`src/rtl/ide_win_pkg.sv`:
```
package ide_win_pkg;

    typedef enum logic [1:0] {
        TGT_NONE,
        TGT_ATA,
        TGT_TIMING,
        TGT_IRQ
    } tgt_e;

    typedef enum logic [0:0] {
        ST_IDLE,
        ST_RESP
    } st_e;

    localparam logic [2:0] SZ_BYTE = 3'd1;
    localparam logic [2:0] SZ_HALF = 3'd2;
    localparam logic [2:0] SZ_WORD = 3'd4;

    localparam int SLOT_DATA    = 'h00;
    localparam int SLOT_TF_LAST = 'h07;
    localparam int SLOT_STAT_A  = 'h08;
    localparam int SLOT_STAT_B  = 'h16;
    localparam int SLOT_TIMING  = 'h20;
    localparam int SLOT_IRQ     = 'h30;

    localparam logic [3:0] SEL_DATA   = 4'd0;
    localparam logic [3:0] SEL_STATUS = 4'd8;

    typedef struct packed {
        tgt_e       tgt;
        logic [3:0] sel;
    } dec_t;

endpackage

```
`src/rtl/ide_win_decode.sv`:
```
module ide_win_decode
    import ide_win_pkg::*;
#(
    parameter int ADDR_W     = 12,
    parameter int SLOT_SHIFT = 4
) (
    input  logic [ADDR_W-1:0] addr,
    input  logic [2:0]        size,
    output dec_t              dec
);
    localparam int SLOT_W = ADDR_W - SLOT_SHIFT;

    logic [SLOT_W-1:0] slot;
    assign slot = addr[ADDR_W-1:SLOT_SHIFT];

    always_comb begin
        dec.tgt = TGT_NONE;
        dec.sel = SEL_DATA;
        if (slot == SLOT_W'(SLOT_DATA)) begin
            if (size == SZ_HALF || size == SZ_WORD) begin
                dec.tgt = TGT_ATA;
                dec.sel = SEL_DATA;
            end
        end else if (slot <= SLOT_W'(SLOT_TF_LAST)) begin
            if (size == SZ_BYTE) begin
                dec.tgt = TGT_ATA;
                dec.sel = slot[3:0];
            end
        end else if (slot == SLOT_W'(SLOT_STAT_A) || slot == SLOT_W'(SLOT_STAT_B)) begin
            if (size == SZ_BYTE) begin
                dec.tgt = TGT_ATA;
                dec.sel = SEL_STATUS;
            end
        end else if (slot == SLOT_W'(SLOT_TIMING)) begin
            if (size == SZ_WORD) dec.tgt = TGT_TIMING;
        end else if (slot == SLOT_W'(SLOT_IRQ)) begin
            if (size == SZ_WORD) dec.tgt = TGT_IRQ;
        end
    end

    // a_r2_data_size / a_r3_tf_byte: a drive target is never granted a wrong width
    always_comb begin
        if (dec.tgt == TGT_ATA && dec.sel == SEL_DATA)
            a_r2_data_size: assert (size == SZ_HALF || size == SZ_WORD);
        if (dec.tgt == TGT_ATA && dec.sel != SEL_DATA)
            a_r3_tf_byte: assert (size == SZ_BYTE);
    end

endmodule

```
`src/rtl/ide_win_regs.sv`:
```
module ide_win_regs #(
    parameter int DATA_W = 32
) (
    input  logic              clk,
    input  logic              rst_n,
    input  logic              tim_we,
    input  logic              irq_we,
    input  logic [DATA_W-1:0] wdata,
    input  logic              irq_dma_in,
    input  logic              irq_disk_in,
    output logic [DATA_W-1:0] timing_q,
    output logic [DATA_W-1:0] irq_q
);
    localparam int DMA_BIT  = DATA_W - 1;
    localparam int DISK_BIT = DATA_W - 2;

    logic prev_dma;
    logic dma_bit;
    logic disk_bit;
    logic dma_rise;
    logic dma_fall;

    assign dma_rise = irq_dma_in & ~prev_dma;
    assign dma_fall = ~irq_dma_in & prev_dma;

    always_ff @(posedge clk or negedge rst_n) begin
        if (!rst_n) begin
            prev_dma <= 1'b0;
            dma_bit  <= 1'b0;
            disk_bit <= 1'b0;
            timing_q <= '0;
        end else begin
            prev_dma <= irq_dma_in;
            disk_bit <= irq_disk_in;
            if (dma_rise)
                dma_bit <= 1'b1;
            else if (dma_fall)
                dma_bit <= 1'b0;
            else if (irq_we && wdata[DMA_BIT])
                dma_bit <= 1'b0;
            if (tim_we)
                timing_q <= wdata;
        end
    end

    always_comb begin
        irq_q           = '0;
        irq_q[DMA_BIT]  = dma_bit;
        irq_q[DISK_BIT] = disk_bit;
    end

    // a one in bit 31 clears the DMA bit unless the line rises in the same cycle
    a_r7_w1c_clears: assert property (@(posedge clk) disable iff (!rst_n)
        (irq_we && wdata[DMA_BIT] && !dma_rise) |=> !irq_q[DMA_BIT]);

    // with the line steady high, a cleared DMA bit stays cleared
    a_r7_no_reassert: assert property (@(posedge clk) disable iff (!rst_n)
        (!irq_q[DMA_BIT] && prev_dma && irq_dma_in) |=> !irq_q[DMA_BIT]);

    // the timing register moves only on its own write
    a_r5_timing_hold: assert property (@(posedge clk) disable iff (!rst_n)
        !tim_we |=> $stable(timing_q));

endmodule

```
`src/rtl/ide_win_bridge.sv`:
```
module ide_win_bridge
    import ide_win_pkg::*;
#(
    parameter int ADDR_W     = 12,
    parameter int SLOT_SHIFT = 4,
    parameter int DATA_W     = 32
) (
    input  logic              clk,
    input  logic              rst_n,
    input  logic              h_valid,
    output logic              h_ready,
    input  logic              h_write,
    input  logic [ADDR_W-1:0] h_addr,
    input  logic [2:0]        h_size,
    input  logic [DATA_W-1:0] h_wdata,
    output logic              h_rvalid,
    output logic [DATA_W-1:0] h_rdata,
    output logic              ata_req,
    output logic              ata_we,
    output logic [3:0]        ata_sel,
    output logic [SLOT_SHIFT-1:0] ata_off,
    output logic [2:0]        ata_size,
    output logic [DATA_W-1:0] ata_wdata,
    input  logic [DATA_W-1:0] ata_rdata,
    input  logic              irq_dma_in,
    input  logic              irq_disk_in,
    output logic              irq_dma_out,
    output logic              irq_disk_out
);
    st_e               state_q, state_d;
    dec_t              dec;
    logic              accept;
    logic              tim_we, irq_we;
    logic [DATA_W-1:0] timing_q, irq_q;
    logic [DATA_W-1:0] rdata_d, rdata_q;

    ide_win_decode #(.ADDR_W(ADDR_W), .SLOT_SHIFT(SLOT_SHIFT)) u_dec (
        .addr (h_addr),
        .size (h_size),
        .dec  (dec)
    );

    assign accept = h_valid & h_ready;
    assign tim_we = accept & h_write & (dec.tgt == TGT_TIMING);
    assign irq_we = accept & h_write & (dec.tgt == TGT_IRQ);

    ide_win_regs #(.DATA_W(DATA_W)) u_regs (
        .clk         (clk),
        .rst_n       (rst_n),
        .tim_we      (tim_we),
        .irq_we      (irq_we),
        .wdata       (h_wdata),
        .irq_dma_in  (irq_dma_in),
        .irq_disk_in (irq_disk_in),
        .timing_q    (timing_q),
        .irq_q       (irq_q)
    );

    // state register
    always_ff @(posedge clk or negedge rst_n) begin
        if (!rst_n) begin
            state_q <= ST_IDLE;
            rdata_q <= '0;
        end else begin
            state_q <= state_d;
            if (accept && !h_write)
                rdata_q <= rdata_d;
        end
    end

    // next state
    always_comb begin
        state_d = state_q;
        unique case (state_q)
            ST_IDLE: if (accept && !h_write) state_d = ST_RESP;
            ST_RESP: state_d = ST_IDLE;
        endcase
    end

    // outputs
    always_comb begin
        h_ready  = (state_q == ST_IDLE);
        h_rvalid = (state_q == ST_RESP);
        h_rdata  = rdata_q;
    end

    assign ata_req   = accept & (dec.tgt == TGT_ATA);
    assign ata_we    = h_write;
    assign ata_sel   = dec.sel;
    assign ata_off   = h_addr[SLOT_SHIFT-1:0];
    assign ata_size  = h_size;
    assign ata_wdata = h_wdata;

    always_comb begin
        rdata_d = '1;
        unique case (dec.tgt)
            TGT_NONE:   rdata_d = '1;
            TGT_ATA: begin
                if (h_size == SZ_BYTE)
                    rdata_d = DATA_W'(ata_rdata[7:0]);
                else if (h_size == SZ_HALF)
                    rdata_d = DATA_W'(ata_rdata[15:0]);
                else
                    rdata_d = ata_rdata;
            end
            TGT_TIMING: rdata_d = timing_q;
            TGT_IRQ:    rdata_d = irq_q;
        endcase
    end

    assign irq_dma_out  = irq_dma_in;
    assign irq_disk_out = irq_disk_in;

    // an accepted read is answered in the next cycle while the port is busy
    a_r9_read_resp: assert property (@(posedge clk) disable iff (!rst_n)
        (h_valid && h_ready && !h_write) |=> (h_rvalid && !h_ready));

    // a response lasts one cycle and the port is ready again afterwards
    a_r9_back_ready: assert property (@(posedge clk) disable iff (!rst_n)
        h_rvalid |=> (h_ready && !h_rvalid));

    // the status/command selector comes only from its two slots
    a_r4_status_slot: assert property (@(posedge clk) disable iff (!rst_n)
        (ata_req && ata_sel == SEL_STATUS) |->
        (h_addr[ADDR_W-1:SLOT_SHIFT] == (ADDR_W-SLOT_SHIFT)'(SLOT_STAT_A) ||
         h_addr[ADDR_W-1:SLOT_SHIFT] == (ADDR_W-SLOT_SHIFT)'(SLOT_STAT_B)));

    // nothing is forwarded while a response is pending
    a_r1_no_fwd_busy: assert property (@(posedge clk) disable iff (!rst_n)
        h_rvalid |-> !ata_req);

endmodule

```
`config.mk`:
```
export PLATFORM = sky130hd
export DESIGN_NAME = ide_win_bridge
export DESIGN_NICKNAME = d
export VERILOG_FILES = /design/src/rtl/ide_win_pkg.sv /design/src/rtl/ide_win_decode.sv /design/src/rtl/ide_win_regs.sv /design/src/rtl/ide_win_bridge.sv
export SDC_FILE = /design/constraint.sdc
export NUM_CORES = 1
export LEC_CHECK = 0
export ABC_AREA = 1
export BUFFER_PORTS_ARGS = -buffer_cell sky130_fd_sc_hd__buf_4
export CORE_MARGIN = 2
export CORE_UTILIZATION = 40
export DETAILED_ROUTE_END_ITERATION = 10
export PLACE_DENSITY = 0.69
export SYNTH_ARGS = -nofsm -noshare
export SYNTH_HDL_FRONTEND = slang
export SYNTH_SLANG_ARGS = --single-unit
```
`constraint.sdc`:
```
create_clock -name clk -period 3.1 [get_ports clk]
set_clock_uncertainty 0.2 [all_clocks]
set_input_delay 0.465 -clock clk [delete_from_list [all_inputs] [get_ports clk]]
set_output_delay 0.465 -clock clk [all_outputs]
set_load 0.02 [all_outputs]
```
After elaboration in Yosys (flattened, before gate mapping)
Cells that the tools add are included.

Magnitude comparators: 1. Equal/unequal tests: 10. Multiplexer cells: 19. Bitwise gates (word level): 10. Reductions and logical operators: 8.

Operator list (count): $pmux W32 S4 (1); $mux W32 (2); $eq A8 B6 Y1 const B (2); $mux W5 (3); $mux W6 (2); $mux W2 (5); $eq A8 B4 Y1 const B (1); $eq A8 B5 Y1 const B (1); $le A8 B3 Y1 const B (1); $logic_not A8 Y1 (1); $and A1 B1 Y1 (7); $eq A2 B2 Y1 const B (2); $mux W1 (4); $mux W4 (1); $eq A3 B1 Y1 const B (1); $eq A3 B2 Y1 const B (1); $eq A3 B3 Y1 const B (1); $not A1 Y1 (3); $reduce_bool A3 Y1 (1); $eq A2 B1 Y1 const B (1); $logic_and A1 B1 Y1 (2); $logic_not A2 Y1 (1); $logic_or A1 B1 Y1 (2); $pmux W1 S2 (1); $logic_not A1 Y1 (1).

Register bits after elaboration: 68. Input port bits: 85. Output and inout bits: 81. Logic and storage cells: 54.

Longest topological paths before layout
Gate-level depths: netlist (run 1).

Word-level depth: 13. Mapped depth: 12. Depth with buffers taken out: 12.

Cells and area by module
A second synthesis (run 1) with hierarchy kept.

Cell total of the unflattened synthesis: 665. Area, all modules: 4774.6 µm².

By module, submodules not included: ide_win_bridge (instances 1, cells each 434, area each 2766.4 µm², seq. area each 825.8 µm²); ide_win_regs (instances 1, cells each 177, area each 1759.2 µm², seq. area each 875.8 µm²); ide_win_decode (instances 1, cells each 54, area each 249.0 µm², seq. area each 0.0 µm²).

Worst setup path after synthesis (run 1)
OpenSTA, ideal clock, no wires.

Path kind: input -> output. From: input port h_addr[4]. To: output port ata_req. Arrival time: 1665 ps. Data required time: 2435 ps. Setup slack: 770 ps. Stages on the path: 8. Buffers on the path: 1. Cell sequence: nor2_1 > nand3_1 > nor2_2 > a21oi_1 > nand2_2 > nand2_4 > buf_2 > nor3_1.

Word-level cells in the longest chain between the ends: 8. Elaborated cells between the ends (all ways): 14. Those cells by class: 1 x order compare; 5 x eq/ne; 5 x mux; 1 x bitwise; 2 x reduce/logical.

Ends and longest elaborated chain: from (decl) (RTL line ide_win_bridge.sv:13) `input logic [ADDR_W-1:0] h_addr,`; $eq A8 B6 Y1 (RTL line ide_win_decode.sv:36) `end else if (slot == SLOT_W'(SLOT_IRQ)) begin`; $mux W2 (RTL line ide_win_decode.sv:36); $mux W2 (RTL line ide_win_decode.sv:34) `end else if (slot == SLOT_W'(SLOT_TIMING)) begin`; $mux W2 (RTL line ide_win_decode.sv:29) `end else if (slot == SLOT_W'(SLOT_STAT_A) || slot == SLOT_W'(SLOT_STAT_B)) begin`; $mux W6 (RTL line ide_win_decode.sv:24) `end else if (slot <= SLOT_W'(SLOT_TF_LAST)) begin`; $mux W6 (*) (RTL line ide_win_decode.sv:19) `if (slot == SLOT_W'(SLOT_DATA)) begin`; $eq A2 B1 Y1 (*); $and A1 B1 Y1 (*) (RTL line ide_win_bridge.sv:87) `assign ata_req = accept & (dec.tgt == TGT_ATA);`; to (decl) (RTL line ide_win_bridge.sv:18) `output logic ata_req,`.

Mark *: on every way between the ends. The rest lies on a longest branch, timed or not.

Worst setup path in the final report (run 1)
From: input port h_size[0]. To: output port ata_req.

Word-level cells in the longest chain between the ends: 9. Elaborated cells between the ends (all ways): 16. Those cells by class: 4 x eq/ne; 10 x mux; 1 x bitwise; 1 x reduce/logical.

Ends and longest elaborated chain: from (decl) (RTL line ide_win_bridge.sv:14) `input logic [2:0] h_size,`; $eq A3 B3 Y1 (RTL line ide_win_decode.sv:20, ide_win_decode.sv:35, ide_win_decode.sv:37); $mux W2 (RTL line ide_win_decode.sv:37) `if (size == SZ_WORD) dec.tgt = TGT_IRQ;`; $mux W2 (RTL line ide_win_decode.sv:36); $mux W2 (RTL line ide_win_decode.sv:34); $mux W2 (RTL line ide_win_decode.sv:29); $mux W6 (RTL line ide_win_decode.sv:24); $mux W6 (*) (RTL line ide_win_decode.sv:19); $eq A2 B1 Y1 (*); $and A1 B1 Y1 (*) (RTL line ide_win_bridge.sv:87).

Marked as above.

==> results.py, run 1 <==
metrics = {
    "run_status": {
        "status": "finished clean",
    },
    "sta": {
        "slew_viol_final": 0,
        "tns_ps": 0,
        "finalCriticalPeriod_ps": 2494,
        "setup_viol": 0,
        "post-route-period-util_pct": 80.45,
        "hold_viol_final": 0,
        "fmax_mhz": 401.0,
        "layout_setup_ws_ps": 606.0,
        "worst_pin_slew_ps": 853.1,
        "max-slew-margin-rel_pct": 43.13,
        "rsz0062_at_grt": "no",
    },
    "drt": {
        "routedWlPerCell_um": 14.65,
        "drc": 0,
        "vias": 3177,
        "ant_nets": 0,
        "initialDrtViolationCount": 124,
        "routed_wl_um": 9627,
        "vias_per_cell": 4.836,
        "dr.pass1.iters": 4,
    },
    "die": {
        "io_pins": 166,
        "die_h_um": 101.9,
        "initial_core_util_pct": 41.31,
        "std_cell_rows": 35,
        "die_area_mm2": 0.01039,
        "die_x_um": 101.9,
        "core_region_area_mm2": 0.009284,
    },
    "clocking": {
        "tritoncts": "done",
        "clk_path_buf_depth": 2,
        "cts_resized": 0,
        "clockRootBuffer": "clkbuf_8",
        "cts_buffers": 9,
        "path_clk_slew_ps": 70,
        "cts_hold_buf": 0,
        "htreeDepth": 3,
        "clock-sinks": 68,
        "worstSkewPairLatency_ps": 330,
        "cts_setup_buffers": 0,
    },
    "worst_setup_path": {
        "worstPathRequired_ps": 2430,
        "path_common_cell": "buf_4",
        "worstPathBufferInverterCount": 3,
        "cp_slowest_stage_delay_ps": 250,
        "cpLargestDelayFamily": "simple AND/OR/NAND/NOR gates",
        "crit_type": "input port to primary output",
        "end_kind": "primary output",
        "critPathMaxFanout": 34,
        "startpoint_type": "input port",
        "cp_cell_sequence": "buf_4, inv_1, nand3_1, nor2_2, a21oi_1, nand2_2, nand2_4, nor3_1, buf_4",
        "critPathSlowestCell": "nor3_1",
        "cp.arrival_ps": 1830,
    },
    "yosys": {
        "synth.distinct_cells": 29,
        "seq_area_frac_synth_pct": 44.37,
        "synth_area_per_cell_um2": 9.219,
        "syn_area_mm2": 0.003835,
        "synthCells": 416,
        "synth.largest_area_cell": "dfrtp_1",
        "syn-num-nets": 501,
        "synth_top_area_share_pct": 44.37,
        "yosys_warnings": 0,
        "yosys-top-cells-area": "dfrtp_1 (44%), buf_4 (8.6%), o21ai_2 (7.3%), a2bb2oi_1 (5.0%), inv_1 (4.8%)",
        "ys_seq_elements": 68,
    },
    "cells_and_area": {
        "final_area_mm2": 0.004935,
        "layout_common_cells": "buf_4 (163), dfrtp_1 (68), inv_1 (49)",
        "area_growth_syn_to_layout_pct": 28.68,
        "n_antenna_cell": 0,
        "nNetsFinal": 610,
        "post_route_cells_drive_above_1_share_pct": 50.00,
        "final_common_cell": "buf_4",
        "fin_cells": 657,
    },
    "pwr": {
        "peakVddDrop_mv": 0.2247,
        "power_density_mw_per_mm2": 378.4,
        "finalPower_mw": 1.867,
        "p_leak_nw": 2.396,
    },
    "grt": {
        "grt_pass1_wl_um": 14980,
        "grt_overflow": 0,
        "antenna_found_initial": 0,
        "grt_max_degree": 69,
        "track_usage_pct": 18.66,
        "grt_pass1_vias": 3035,
    },
    "hold_path": {
        "hold_class": "input port to async pin",
    },
    "place": {
        "gp_congestion": 0.8853,
        "hpwl_um": 6773,
        "place_ws_ps": 605.8,
        "portBuffers": 157,
        "place_inst": 643,
        "place_area_mm2": 0.004763,
    },
    "flow_run": {
        "max_cap_viol_count": 0,
    },
}
-- report_power, final --
part | leakage (nW) | internal (mW) | switching [mW] | total, mW
clock | 0.0890 | 0.361 | 0.312 | 0.673
combinational | 1.53 | 0.134 | 0.158 | 0.292
sequential | 0.776 | 0.897 | 0.00579 | 0.903
total | 2.40 | 1.39 | 0.475 | 1.87
-- state kept, by name, summed over array words and instances, names as in the netlist --
name             cells
u_regs.disk_bit      1
h_rdata             32
u_regs.dma_bit       1
u_regs.timing_q     32
h_rvalid             1
u_regs.prev_dma      1
-- kinds of logic (layout without fill, tap and decap cells) --
logic type	count (synthesis)	count (layout)	share of synthesized area, %
simple gates	100	100	14.68
buf+inv	120	232	17.49
compound gates	128	128	23.46
flops	68	68	44.37
-- cell type report --
cell class / instances / area, um^2
repair buffers: 163 / 1224
fillers: 894 / 4349
clock inverters: 3 / 40.04
inverters: 55 / 206.4
flip-flops and latches: 68 / 1702
clock buffers: 11 / 131.4
well taps: 129 / 161.4
multi-input cells: 228 / 1470
-- synth_stat cells (all sizes together) --
master and count:
o211ai 1, or2 10, nand2 57, clkinv 1, inv 54, a2bb2oi 22, nor2 11, clkbuf 7
dfrtp 68, buf 58, nor3 6, nand3 15, a31oi 23, a21oi 10, o21ai 64, a21boi 8
nand4 1
-- routing by layer --
| metal | share of wire (%) | up-vias | track usage [%] |
|---|---|---|---|
| met4 | 1.3 | 0 | 6.051 |
| met5 | 0 | - | 0 |
| met1 | 43 | 1510 | 24.66 |
| li1 | - | 1551 | - |
| met2 | 49 | 106 | 30.77 |
| met3 | 6.0 | 10 | 3.899 |
-- worst paths after layout --
kind                               startpoint            endpoint  slack, ps  depth (start not counted)
min reg2reg                u_regs.timing_q[9]  u_regs.timing_q[9]        270                          2
min in group clk                  irq_disk_in     u_regs.disk_bit         50                          1
min                                     rst_n         h_rdata[17]         40                          1
max in group asynchronous               rst_n  u_regs.timing_q[4]       2100                          1
max reg2reg                          h_rvalid         h_rdata[17]       1240                          7
max                                 h_size[0]             ata_req        610                          9
-- worst register-to-register path, cell delays in order, from the launching register on --
cell,delay (ps)
dfrtp_1,350
inv_1,80
nand2_1,120
nor2_2,50
inv_1,350
buf_4,370
a31oi_1,80
a2bb2oi_1,190
-- through the flow --
step	util, %	hold WS [ps]
after global placement	51.31	241.9
after detailed placement	51.31	263.4
after CTS	53.15	41.00
final	53.15	44.41
after global routing	53.15	37.59
after floorplan	-	-30.59
No activity file was read; power rests on OpenSTA's default activity.
==> inputs of run 2 (changes only) <==
--- a/config.mk
+++ b/config.mk
@@ -10,7 +10,7 @@
 export CORE_MARGIN = 2
 export CORE_UTILIZATION = 40
 export DETAILED_ROUTE_END_ITERATION = 10
-export PLACE_DENSITY = 0.69
+export PLACE_DENSITY = 0.72
 export SYNTH_ARGS = -nofsm -noshare
 export SYNTH_HDL_FRONTEND = slang
 export SYNTH_SLANG_ARGS = --single-unit
==> constraint.sdc (replaced) <==
create_clock -name clk -period 2.24 [get_ports clk]
set_clock_uncertainty 0.2 [all_clocks]
set_input_delay 0.336 -clock clk [delete_from_list [all_inputs] [get_ports clk]]
set_output_delay 0.336 -clock clk [all_outputs]
set_load 0.02 [all_outputs]
==> results.py, run 2 (synthesis gave the netlist of run 1 again) <==
metrics = {
    "die": {
        "initial_core_util_pct": 41.31,
        "die_h_um": 101.9,
        "die_x_um": 101.9,
        "die_area_mm2": 0.01039,
        "std_cell_rows": 35,
        "io_pins": 166,
        "core_region_area_mm2": 0.009284,
    },
    "grt": {
        "grt_pass1_wl_um": 15430,
        "grt_pass1_vias": 3174,
        "grt_max_degree": 69,
        "track_usage_pct": 18.98,
        "grt_overflow": 0,
        "antenna_found_initial": 0,
    },
    "sta": {
        "tns_ps": 0,
        "max-slew-margin-rel_pct": 42.38,
        "slew_viol_final": 0,
        "post-route-period-util_pct": 92.59,
        "fmax_mhz": 482.2,
        "setup_viol": 0,
        "rsz0062_at_grt": "no",
        "hold_viol_final": 0,
        "finalCriticalPeriod_ps": 2074,
        "worst_pin_slew_ps": 864.3,
    },
    "drt": {
        "vias": 3280,
        "dr.pass1.iters": 4,
        "routedWlPerCell_um": 14.68,
        "vias_per_cell": 4.918,
        "routed_wl_um": 9791,
        "ant_nets": 0,
        "drc": 0,
        "initialDrtViolationCount": 120,
    },
    "cells_and_area": {
        "final_common_cell": "buf_4",
        "nNetsFinal": 619,
        "final_area_mm2": 0.005055,
        "n_antenna_cell": 0,
        "utilization_pct": 54.45,
        "area_growth_syn_to_layout_pct": 31.81,
        "post_route_cells_drive_above_1_share_pct": 50.56,
        "layout_common_cells": "buf_4 (167), dfrtp_1 (68), inv_1 (49)",
    },
    "place": {
        "place_area_mm2": 0.004833,
        "portBuffers": 157,
        "hpwl_um": 6860,
        "gp_congestion": 0.8741,
    },
    "worst_setup_path": {
        "cp_cell_sequence": "buf_4, inv_1, nand3_1, nor2_2, a21oi_1, nand2_2, nand2_4, nor3_1, buf_4",
        "startpoint_type": "input port",
        "crit_path_start": "h_size[0]",
        "worstPathBufferInverterCount": 3,
        "cpLargestDelayFamily": "simple AND/OR/NAND/NOR gates",
        "critPathMaxFanout": 4,
        "critPathSlowestCell": "nor2_2",
        "reg2reg_from": "h_rvalid",
        "end_kind": "primary output",
        "crit_type": "input port to primary output",
        "cp.arrival_ps": 1540,
        "cp_slowest_stage_delay_ps": 210,
        "path_common_cell": "buf_4",
        "worstPathRequired_ps": 1700,
    },
    "clocking": {
        "clock-sinks": 68,
        "cts_setup_buffers": 0,
        "worstSkewPairLatency_ps": 330,
        "path_clk_slew_ps": 70,
        "clk_path_buf_depth": 2,
        "clockRootBuffer": "clkbuf_8",
        "cts_buffers": 9,
        "htreeDepth": 3,
        "cts_resized": 0,
        "tritoncts": "done",
    },
    "pwr": {
        "p_leak_nw": 2.449,
        "finalPower_mw": 2.657,
        "power_density_mw_per_mm2": 525.7,
        "peakVddDrop_mv": 0.2944,
    },
    "hold_path": {
        "hp-start": "h_wdata[25]",
        "hold_class": "input port to flop",
    },
    "flow_run": {
        "max_cap_viol_count": 0,
    },
    "run_status": {
        "status": "finished clean",
    },
}
[run 2: cell types whose count changed in the layout (fill, tap and decap cells not counted)]
cell	change
clkbuf_8	+1
clkinvlp_4	+2
buf_4	+4
buf_12	+2
clkinv_2	-1
dlygate4sd3_1	+3
clkbuf_1	-1
[run 2: final cells by class]
type | instances | area, um^2
Inverter | 55 | 206.4
Sequential cell | 68 | 1702
Tap cell | 129 | 161.4
Multi-Input combinational cell | 228 | 1470
Clock buffer | 11 | 141.4
Fill cell | 882 | 4229
Clock inverter | 4 | 50.05
Timing Repair Buffer | 172 | 1324
[run 2: per-stage QoR]
stage | hold WS (ps) | instances | worst slack (ps)
finish | 61.44 | 667 | 166.1
global placement | 242.0 | 649 | 139.4
global route | 44.62 | 667 | 37.49
floorplan | -159.6 | 416 | 167.8
detailed placement | 249.7 | 649 | 134.9
CTS | 43.39 | 667 | 136.7
[run 2: power breakdown]
group	total, mW	switching (mW)	internal (mW)
sequential	1.25	0.00828	1.24
clock	0.997	0.459	0.537
combinational	0.411	0.219	0.192
[run 2: path summary, 6_finish.rpt]
kind	slack, ps	depth (start not counted)	endpoint
setup / recovery	170	9	ata_req
hold / removal	60	3	u_regs.timing_q[25]
setup reg to reg	390	7	h_rdata[9]
hold reg to reg	270	1	u_regs.dma_bit
max in group asynchronous	820	2	u_regs.timing_q[5]
min in group asynchronous	470	2	h_rdata[16]
[run 2: what timing repair did]
| action | 4_1_cts | 5_1_grt |
|---|---|---|
| endpoints found under the hold margin | 70 | 0 |
| hold buffers | 3 | 0 |
| endpoints found under the setup margin | 0 | 0 |
[run 2: metal layers]
metal	wire length, um	GRT usage (%)
met5	0	0
met2	4906	32.29
met4	88	5.333
met1	4294	24.87
met3	501	3.557
[run 2: worst register-to-register path, delay by kind of cell, from the launching register on]
family,cells,cell delay [ps]
and+or+nand+nor,2,170
DFF,1,350
buffers and inverters,3,780
AOI/OAI and AO/OA,2,270
==> inputs of run 3 (changes only) <==
--- a/config.mk
+++ b/config.mk
@@ -8,9 +8,9 @@
 export ABC_AREA = 1
 export BUFFER_PORTS_ARGS = -buffer_cell sky130_fd_sc_hd__buf_4
 export CORE_MARGIN = 2
-export CORE_UTILIZATION = 40
+export CORE_UTILIZATION = 43
 export DETAILED_ROUTE_END_ITERATION = 10
-export PLACE_DENSITY = 0.72
+export PLACE_DENSITY = 0.76
 export SYNTH_ARGS = -nofsm -noshare
 export SYNTH_HDL_FRONTEND = slang
 export SYNTH_SLANG_ARGS = --single-unit
==> results.py, run 3 (synthesis gave the netlist of run 1 again) <==
metrics = {
    "pwr": {
        "power_frac_seq_pct": 48.6,
        "power_density_mw_per_mm2": 509.7,
        "finalPower_mw": 2.569,
        "comb_power_share_pct": 16.2,
        "switching_share_pct": 27.30,
        "p_int_mw": 1.868,
        "peakVddDrop_mv": 0.2853,
        "pwr-share-clk_pct": 35.2,
        "p_leak_nw": 2.461,
        "switching_power_uw": 701.3,
    },
    "clocking": {
        "cts_buffers": 9,
        "clock-sinks": 68,
        "cts_hold_buf": 3,
        "tritoncts": "done",
        "clk_path_buf_depth": 2,
        "cts_setup_buffers": 0,
        "worstSkewPairLatency_ps": 330,
        "cts_resized": 0,
        "path_clk_slew_ps": 80,
        "clockRootBuffer": "clkbuf_8",
        "htreeDepth": 3,
    },
    "drt": {
        "initialDrtViolationCount": 124,
        "dr.pass1.iters": 5,
        "drc": 0,
        "vias": 3229,
        "vias_per_cell": 4.983,
        "routedWlPerCell_um": 14.29,
        "routed_wl_um": 9260,
        "ant_nets": 0,
    },
    "die": {
        "core_region_area_mm2": 0.008678,
        "io_pins": 166,
        "initial_core_util_pct": 44.19,
        "die_area_mm2": 0.009689,
        "die_h_um": 98.44,
        "die_x_um": 98.44,
        "std_cell_rows": 34,
    },
    "sta": {
        "tns_ps": 0,
        "rsz0062_at_grt": "no",
        "max-slew-margin-rel_pct": 63.45,
        "post-route-period-util_pct": 89.77,
        "hold_viol_final": 0,
        "finalCriticalPeriod_ps": 2011,
        "slew_viol_final": 0,
        "hold-worst-slack_ps": 56.85,
        "worst_pin_slew_ps": 548.2,
        "fmax_mhz": 497.3,
        "setup_viol": 0,
    },
    "cells_and_area": {
        "multi_input_area_mm2": 0.001475,
        "nFillCells": 781,
        "ff_latch_area_mm2": 0.001702,
        "nNetsFinal": 620,
        "area_growth_syn_to_layout_pct": 31.42,
        "n_antenna_cell": 0,
        "final_common_cell": "buf_4",
        "post_route_cells_drive_above_1_share_pct": 50.93,
        "layout_common_cells": "buf_4 (167), dfrtp_1 (68), inv_1 (49)",
    },
    "hold_path": {
        "hold_class": "input port to flop",
        "hp-start": "h_wdata[2]",
    },
    "worst_setup_path": {
        "critPathMaxFanout": 4,
        "worstPathBufferInverterCount": 2,
        "crit_path_start": "h_addr[4]",
        "cp_cell_sequence": "buf_4, nor2_1, nand3_1, nor2_2, a21oi_1, nand2_2, nand2_4, nor3_1, buf_4",
        "critPathSlowestCell": "buf_4",
        "end_kind": "primary output",
        "cp_slowest_stage_delay_ps": 180,
        "reg2reg_from": "h_rvalid",
        "cp.arrival_ps": 1470,
        "cpLargestDelayFamily": "simple AND/OR/NAND/NOR gates",
        "crit_type": "input port to primary output",
        "worstPathRequired_ps": 1700,
        "path_common_cell": "buf_4",
        "startpoint_type": "input port",
    },
    "place": {
        "hpwl_um": 6685,
        "gp_congestion": 0.8433,
        "portBuffers": 157,
    },
    "run_status": {
        "status": "finished clean",
    },
    "grt": {
        "grt_overflow": 0,
        "grt_pass1_wl_um": 15010,
        "track_usage_pct": 19.01,
        "grt_pass1_vias": 3100,
        "antenna_found_initial": 0,
        "grt_max_degree": 47,
    },
    "flow_run": {
        "max_cap_viol_count": 0,
    },
}
run 3: cell count changes in the layout (fill, tap and decap cells not counted):
cell,delta
nor2_4,+1
clkinv_2,+2
clkinvlp_4,-1
buf_12,+1
clkbuf_1,-1
nor2_2,-1
clkinv_4,+2
bufinv_16,-1
run 3: cell type report:
type	count	share of cell area, %
multi-input combinational	228	29.27
sequential	68	33.76
clock inverter	6	0.7944
tap	108	2.681
timing repair buffer	173	26.66
inverter	55	4.096
clock buffer	10	2.731
run 3: power groups by stage:
stage	sequential, mW	combinational [mW]	clock (mW)
floorplan	1.28	0.216	0
global placement	1.27	0.408	0
detailed placement	1.27	0.415	0
CTS	1.25	0.420	0.928
global route	1.25	0.449	0.996
finish	1.25	0.415	0.905
run 3: metal layers:
layer / GRT usage (%) / vias up / part of all wire, %
li1: - / 1579 / -
met1: 25.23 / 1519 / 43
met4: 5.479 / 0 / 0.86
met2: 31.82 / 124 / 49
met5: 0 / - / 0
met3: 3.759 / 7 / 6.7
run 3: path summary, 6_finish.rpt:
check,to,slack (ps),cells after the start
worst max-delay path,ata_req,230,9
worst min-delay path,u_regs.timing_q[2],60,3
worst max register to register,h_rdata[31],490,11
worst min register to register,u_regs.dma_bit,250,1
max in group asynchronous,h_rdata[23],950,3
min in group asynchronous,h_rdata[19],330,2
run 3: stage by stage:
| stage | worst slack, ps | cell area (um^2) | std cells | utilization, % |
|---|---|---|---|---|
| 3_3_place_gp | 286.0 | 4832 | 629 | 55.68 |
| 6_report | 229.2 | 5040 | 648 | 58.07 |
| 5_1_grt | 81.59 | 5040 | 648 | 58.07 |
| 2_1_floorplan | 167.8 | 3835 | 416 | - |
| 3_5_place_dp | 236.2 | 4832 | 629 | 55.68 |
| 4_1_cts | 237.1 | 5040 | 648 | 58.07 |
run 3: worst reg2reg max path, cell delays in order (launching register included):
cell     delay [ps]
dfrtp_1         380
inv_1            70
nand2_1         120
nor2_4          130
buf_4           310
nand2_1          90
inv_1            50
nand3_1          70
nand2_1          60
nand3_1          70
nand2_1          60
inv_1            30
